`config.mk`:
```
export PLATFORM = sky130hd
export DESIGN_NAME = ictest_engine
export DESIGN_NICKNAME = d
export VERILOG_FILES = /design/src/rtl/ictest_pkg.sv /design/src/rtl/ictest_codegen.sv /design/src/rtl/ictest_capture.sv /design/src/rtl/ictest_diag.sv /design/src/rtl/ictest_engine.sv
export SDC_FILE = /design/constraint.sdc
export NUM_CORES = 1
export LEC_CHECK = 0
export BUFFER_PORTS_ARGS = -buffer_cell sky130_fd_sc_hd__buf_2
export CAP_MARGIN = 25
export CORE_UTILIZATION = 45
export DETAILED_ROUTE_END_ITERATION = 16
export HOLD_SLACK_MARGIN = 0.1
export PLACE_DENSITY = 0.59
export SYNTH_ARGS = -nofsm -noshare
export SYNTH_HDL_FRONTEND = slang
export SYNTH_SLANG_ARGS = --single-unit
```
`constraint.sdc`:
```
create_clock -name clk -period 5.75 [get_ports clk]
set_input_delay 1.15 -clock clk [delete_from_list [all_inputs] [get_ports clk]]
set_output_delay 1.15 -clock clk [all_outputs]
set_load 0.01 [all_outputs]
```
`src/rtl/ictest_pkg.sv`:
```
package ictest_pkg;

  typedef enum logic [1:0] {
    ST_IDLE    = 2'd0,
    ST_DRIVE   = 2'd1,
    ST_ANALYZE = 2'd2,
    ST_DONE    = 2'd3
  } run_state_e;

  // Width of the counting part: room for N values with 0 and all-ones left out.
  function automatic int base_w(input int n);
    return $clog2(n + 2);
  endfunction

  // Full word width: counting part plus one odd-weight bit.
  function automatic int code_w(input int n);
    return base_w(n) + 1;
  endfunction

  // Word for net idx out of n nets.
  function automatic logic [31:0] net_code(input int idx, input int n);
    logic [31:0] val;
    int          ones;
    val  = 32'(idx + 1);
    ones = 0;
    for (int j = 0; j < 32; j++) ones += int'(val[j]);
    if ((ones % 2) == 0) val = val | (32'd1 << base_w(n));
    return val;
  endfunction

endpackage

```
`src/rtl/ictest_codegen.sv`:
```
module ictest_codegen #(
  parameter int N_NETS = 8,
  parameter int CODE_W = 5,
  parameter int IDX_W  = 3
) (
  input  logic [IDX_W-1:0]  col_idx,
  output logic [N_NETS-1:0] column
);
  for (genvar i = 0; i < N_NETS; i++) begin : g_net
    localparam logic [31:0] WORD = ictest_pkg::net_code(i, N_NETS);
    localparam logic [CODE_W-1:0] CODE = WORD[CODE_W-1:0];
    assign column[i] = CODE[col_idx];
  end
endmodule

```
`src/rtl/ictest_capture.sv`:
```
module ictest_capture #(
  parameter int N_NETS = 8,
  parameter int CODE_W = 5,
  parameter int IDX_W  = 3
) (
  input  logic                           clk,
  input  logic                           rst_n,
  input  logic                           clear,
  input  logic                           capture_en,
  input  logic [IDX_W-1:0]               bit_idx,
  input  logic [N_NETS-1:0]              rx_vec,
  output logic [N_NETS-1:0][CODE_W-1:0]  rx_code
);
  always_ff @(posedge clk or negedge rst_n) begin
    if (!rst_n) begin
      rx_code <= '0;
    end else if (clear) begin
      rx_code <= '0;
    end else if (capture_en) begin
      for (int i = 0; i < N_NETS; i++) rx_code[i][bit_idx] <= rx_vec[i];
    end
  end
endmodule

```
`src/rtl/ictest_diag.sv`:
```
module ictest_diag #(
  parameter int N_NETS = 8,
  parameter int CODE_W = 5
) (
  input  logic [N_NETS-1:0][CODE_W-1:0] rx_code,
  output logic [N_NETS-1:0]             fault,
  output logic [N_NETS-1:0]             open_net,
  output logic [N_NETS-1:0]             short_net
);
  logic [N_NETS-1:0][CODE_W-1:0] sent;

  for (genvar i = 0; i < N_NETS; i++) begin : g_sent
    localparam logic [31:0] WORD = ictest_pkg::net_code(i, N_NETS);
    assign sent[i] = WORD[CODE_W-1:0];
  end

  always_comb begin
    for (int i = 0; i < N_NETS; i++) begin
      fault[i]    = (rx_code[i] != sent[i]);
      open_net[i] = (rx_code[i] == '0);
    end
  end

  always_comb begin
    for (int i = 0; i < N_NETS; i++) begin
      short_net[i] = 1'b0;
      for (int j = 0; j < N_NETS; j++) begin
        if (j != i && fault[j] && rx_code[j] == rx_code[i]) short_net[i] = 1'b1;
      end
      short_net[i] = short_net[i] & fault[i] & ~open_net[i];
    end
  end
endmodule

```
`src/rtl/ictest_engine.sv`:
```
module ictest_engine #(
  parameter int N_NETS = 8
) (
  input  logic              clk,
  input  logic              rst_n,
  input  logic              start,
  output logic              drive_valid,
  output logic [N_NETS-1:0] drive_vec,
  input  logic [N_NETS-1:0] rx_vec,
  output logic              done,
  output logic [N_NETS-1:0] fault_flag,
  output logic [N_NETS-1:0] open_flag,
  output logic [N_NETS-1:0] short_flag
);
  import ictest_pkg::*;

  localparam int BASE_W = base_w(N_NETS);
  localparam int CODE_W = BASE_W + 1;
  localparam int IDX_W  = $clog2(CODE_W);
  localparam logic [IDX_W-1:0] LAST_IDX = IDX_W'(CODE_W - 1);

  run_state_e state;
  logic [IDX_W-1:0] vec_idx;

  // Named internal events
  logic start_ok;
  logic capture_en;
  logic last_vec;
  logic analyze_now;

  logic [N_NETS-1:0]             column;
  logic [N_NETS-1:0][CODE_W-1:0] rx_code;
  logic [N_NETS-1:0]             d_fault;
  logic [N_NETS-1:0]             d_open;
  logic [N_NETS-1:0]             d_short;

  assign start_ok    = start && (state == ST_IDLE || state == ST_DONE);
  assign capture_en  = (state == ST_DRIVE);
  assign last_vec    = capture_en && (vec_idx == LAST_IDX);
  assign analyze_now = (state == ST_ANALYZE);

  assign drive_valid = capture_en;
  assign drive_vec   = capture_en ? column : '0;

  ictest_codegen #(.N_NETS(N_NETS), .CODE_W(CODE_W), .IDX_W(IDX_W)) u_codegen (
    .col_idx (vec_idx),
    .column  (column)
  );

  ictest_capture #(.N_NETS(N_NETS), .CODE_W(CODE_W), .IDX_W(IDX_W)) u_capture (
    .clk        (clk),
    .rst_n      (rst_n),
    .clear      (start_ok),
    .capture_en (capture_en),
    .bit_idx    (vec_idx),
    .rx_vec     (rx_vec),
    .rx_code    (rx_code)
  );

  ictest_diag #(.N_NETS(N_NETS), .CODE_W(CODE_W)) u_diag (
    .rx_code   (rx_code),
    .fault     (d_fault),
    .open_net  (d_open),
    .short_net (d_short)
  );

  always_ff @(posedge clk or negedge rst_n) begin
    if (!rst_n) begin
      state      <= ST_IDLE;
      vec_idx    <= '0;
      done       <= 1'b0;
      fault_flag <= '0;
      open_flag  <= '0;
      short_flag <= '0;
    end else begin
      unique case (state)
        ST_IDLE, ST_DONE: begin
          if (start_ok) begin
            state      <= ST_DRIVE;
            vec_idx    <= '0;
            done       <= 1'b0;
            fault_flag <= '0;
            open_flag  <= '0;
            short_flag <= '0;
          end
        end
        ST_DRIVE: begin
          if (last_vec) state <= ST_ANALYZE;
          else          vec_idx <= vec_idx + 1'b1;
        end
        ST_ANALYZE: begin
          fault_flag <= d_fault;
          open_flag  <= d_open;
          short_flag <= d_short;
          done       <= 1'b1;
          state      <= ST_DONE;
        end
        default: state <= ST_IDLE;
      endcase
    end
  end
endmodule

```
==> load_flow_metrics.sql <==
INSERT INTO impl_metrics (metric_group, metric, value, unit) VALUES
('run_status', 'outcome', 'finished, final reports clean', ''),
('placement', 'hpwl', '11000', 'um'),
('layout', 'mostFrequentLayoutCells', 'sky130_fd_sc_hd__nand2_1 (114), sky130_fd_sc_hd__xnor2_1 (82), sky130_fd_sc_hd__dfrtp_1 (70), sky130_fd_sc_hd__xor2_1 (54), sky130_fd_sc_hd__a21oi_1 (52)', ''),
('yosys', 'syn_area', '5310', 'um2'),
('floorplan', 'core_area', '11500', 'um2'),
('routing', 'postRouteAntennaNets', '0', ''),
('yosys', 'syn_area_per_cell', '8.27', 'um2'),
('floorplan', 'die-width', '111', 'um'),
('layout', 'fillCellCount', '1116', ''),
('sta', 'grt_setup_unrepaired', 'false', ''),
('placement', 'gpl.final_weighted_congestion', '0.920', ''),
('yosys', 'ys_dominant_reg_cell', 'sky130_fd_sc_hd__dfrtp_1', ''),
('routing', 'drt-total-wl', '15600', 'um'),
('routing', 'drt-initial-drc-count', '443', ''),
('sta', 'min_period', '3180', 'ps'),
('yosys', 'synth-edff-count', '0', ''),
('power_and_ir_drop', 'power_per_cell_area', '679', 'nW/um2'),
('clock_tree', 'cts_max_path_buffers', '2', ''),
('global_route', 'grt_pass1_vias', '4334', ''),
('floorplan', 'floorplan.die.height', '111', 'um'),
('routing', 'avgRoutedWirePerCell', '19.6', 'um'),
('sta', 'hold_viol', '0', ''),
('yosys', 'count_of_unique_library_cells_instantiated_by_yosys', '54', ''),
('global_route', 'largest_net_degree_at_the_start_of_global_routing', '71', ''),
('routing', 'detail_route.vias_per_cell', '5.83', ''),
('sta', 'worst_slew_margin_relative_to_its_limit', '39.3', '%'),
('routing', 'total_iterations_of_the_first_detailed_routing_run', '5', ''),
('clock_tree', 'tritoncts.num_buffers', '9', ''),
('yosys', 'yosysSeqAreaShare', '33.0', '%'),
('floorplan', 'die-area', '12200', 'um2'),
('clock_tree', 'cts_sinks', '70', ''),
('clock_tree', 'hold_buffer_count_at_cts', '0', ''),
('clock_tree', 'clk_transition_reported_paths', '60', 'ps'),
('floorplan', 'num_io_pins', '45', ''),
('clock_tree', 'tritoncts', 'done', ''),
('min_path', 'worst_hold_path_depth', '2', ''),
('clock_tree', 'number_of_cells_upsized_or_downsized_after_cts', '0', ''),
('sta', 'setup-violations-final', '0', ''),
('yosys', 'yosys_warnings', '0', ''),
('layout', 'final-instance-count-excl-fill', '794', ''),
('clock_tree', 'clock_tree.htree_level_count', '3', ''),
('sta', 'accumulated_negative_setup_slack', '0', 'ps'),
('clock_tree', 'source_to_sink_clock_delay_at_the_later_pin_of_the_worst_skew_pair', '340', 'ps'),
('global_route', 'grt_overflow_total', '0', ''),
('worst_setup_path', 'timing.reg2reg.worst_path_depth', '4', ''),
('worst_setup_path', 'crit_path_end_kind', 'output pin', ''),
('worst_setup_path', 'cp.arrival', '2030', 'ps'),
('yosys', 'postSynthRegisterBits', '70', ''),
('global_route', 'antenna_violations_before_repair', '0', ''),
('worst_setup_path', 'required_arrival_time_at_the_worst_endpoint', '4600', 'ps'),
('yosys', 'synthCells', '642', ''),
('worst_setup_path', 'setup.worst_path.class', 'reg -> out', ''),
('routing', 'vias', '4627', ''),
('sta', 'finalCritPeriodShare', '55.3', '%'),
('worst_setup_path', 'critical_path_start_type', 'flip-flop', ''),
('layout', 'postLayoutCoreUtil', '50.2', '%'),
('layout', 'fin_nets', '666', ''),
('power_and_ir_drop', 'p_leak', '2.64', 'nW'),
('layout', 'postLayoutCellArea', '5760', 'um2'),
('sta', 'final-max-slew-violation-count', '0', ''),
('placement', 'placed_cell_area', '5450', 'um2'),
('yosys', 'async_flop_share', '100', '%'),
('floorplan', 'placementRows', '39', ''),
('layout', 'layout_commonest_cell', 'sky130_fd_sc_hd__nand2_1', ''),
('layout', 'antenna_cells_inserted', '0', ''),
('min_path', 'hold_path_class', 'reg -> reg', ''),
('placement', 'port_buffers', '44', ''),
('sta', 'timing_worst_slew_pin_value', '902', 'ps'),
('sta', 'clock_skew', '6.67', 'ps'),
('sta', 'max_clock_freq', '314', 'MHz'),
('flow_run', 'maxCapViolCount', '0', ''),
('layout', 'post_route_cells_drive_above_1_share', '11.1', '%'),
('clock_tree', 'clock-root-buffer', 'sky130_fd_sc_hd__clkbuf_16', ''),
('power_and_ir_drop', 'vdd.ir_drop.worst', '0.000311', 'V'),
('global_route', 'grt_first_pass_wirelength', '24600', 'um'),
('worst_setup_path', 'path_max_fanout', '21', ''),
('yosys', 'synth.net_count', '662', ''),
('global_route', 'global_route.usage.total', '26.0', '%'),
('placement', 'count_of_placed_standard_cells_including_taps', '778', ''),
('clock_tree', 'post-cts-setup-buffers', '0', ''),
('layout', 'area_growth', '8.41', '%'),
('routing', 'drt_drc_violations_left', '0', ''),
('floorplan', 'start_util', '46.3', '%');
==> worst max-delay path: stages, from the launching register on <==
cell and delay, ps:
sky130_fd_sc_hd__dfrtp_1 380, sky130_fd_sc_hd__inv_1 90, sky130_fd_sc_hd__ha_1 570, sky130_fd_sc_hd__nor2b_1 350, sky130_fd_sc_hd__and2_1 170, sky130_fd_sc_hd__buf_2 120
==> worst paths after layout <==
kind | start | endpoint | slack, ps
min in group asynchronous | rst_n | open_flag[6] | 1010
worst max-delay path | state[1] | drive_vec[3] | 2570
max in group asynchronous | rst_n | u_capture.rx_code[28] | 4150
worst min register to register | fault_flag[5] | fault_flag[5] | 470
worst min-delay path | fault_flag[5] | fault_flag[5] | 470
worst max register to register | u_capture.rx_code[36] | short_flag[2] | 3250
==> cell usage after synthesis, types with 3 or more instances <==
cell type / count / area [um2]
sky130_fd_sc_hd__a21oi_1: 52 / 260
sky130_fd_sc_hd__a221oi_1: 5 / 43.8
sky130_fd_sc_hd__a22o_1: 8 / 70.1
sky130_fd_sc_hd__a22oi_1: 9 / 67.6
sky130_fd_sc_hd__a2bb2oi_1: 3 / 26.3
sky130_fd_sc_hd__a31oi_1: 7 / 43.8
sky130_fd_sc_hd__a32o_1: 4 / 40.0
sky130_fd_sc_hd__and2_1: 10 / 62.6
sky130_fd_sc_hd__and3_1: 4 / 25.0
sky130_fd_sc_hd__buf_1: 6 / 22.5
sky130_fd_sc_hd__buf_2: 26 / 130
sky130_fd_sc_hd__buf_6: 6 / 67.6
sky130_fd_sc_hd__clkbuf_1: 18 / 67.6
sky130_fd_sc_hd__dfrtp_1: 70 / 1750
sky130_fd_sc_hd__ha_1: 9 / 113
sky130_fd_sc_hd__inv_1: 7 / 26.3
sky130_fd_sc_hd__nand2_1: 114 / 428
sky130_fd_sc_hd__nand3_1: 28 / 140
sky130_fd_sc_hd__nand4_1: 7 / 43.8
sky130_fd_sc_hd__nor2_1: 19 / 71.3
sky130_fd_sc_hd__nor2b_1: 3 / 18.8
sky130_fd_sc_hd__nor3_1: 28 / 140
sky130_fd_sc_hd__nor4_1: 5 / 31.3
sky130_fd_sc_hd__o21ai_0: 18 / 90.1
sky130_fd_sc_hd__or4_1: 3 / 22.5
sky130_fd_sc_hd__xnor2_1: 82 / 718
sky130_fd_sc_hd__xor2_1: 54 / 473
==> metal layers <==
layer / GRT usage [%] / part of all wire, % / wire length (um)
met3: 6.15 / 6.8 / 1070
met2: 39.1 / 45 / 7070
met4: 9.24 / 2.1 / 328
met1: 36.3 / 46 / 7130
met5: 0 / 0 / 0
==> flip-flops by register name, indices dropped and copies added (netlist names) <==
signal             cells
fault_flag             8
open_flag              8
u_capture.rx_code     40
state                  2
vec_idx                3
done                   1
short_flag             8
==> cell families after synthesis <==
logic type | count (synthesis) | share of synthesized area, %
and+or+nand+nor | 234 | 20.6
xor gates and xnor gates | 136 | 22.4
AOI/OAI and AO/OA | 126 | 15.3
DFF | 70 | 33.0
buffers and inverters | 65 | 6.25
adders and majority gates | 9 | 2.12
muxes | 2 | 0.377
==> power breakdown <==
| part | leakage [nW] | switching [W] | total, W | internal, W |
|---|---|---|---|---|
| Clock | 0.146 | 0.000213 | 0.000572 | 0.000359 |
| Combinational | 1.56 | 0.00127 | 0.00225 | 0.000979 |
| Sequential | 0.940 | 0.000434 | 0.00109 | 0.000652 |
| Total | 2.64 | 0.00192 | 0.00391 | 0.00199 |
==> area by class of cell <==
type                            count  area, um2  area share [%]
Tap cell                          143        179            3.11
Multi-Input combinational cell    507       3230            56.1
Timing Repair Buffer               50        263            4.57
Sequential cell                    70       1750            30.4
Clock buffer                       13        260            4.52
Inverter                            8       30.0           0.522
Clock inverter                      3       42.5           0.739
==> stage by stage <==
stage               hold WS [ps]  setup slack, ps  total power [W]
detailed placement           465             2900          0.00328
floorplan                    514             3040          0.00266
global route                 497             2360          0.00417
CTS                          477             2520          0.00386
finish                       470             2570          0.00391
global placement             460             3040          0.00325
No activity file was read; power rests on OpenSTA's default activity.
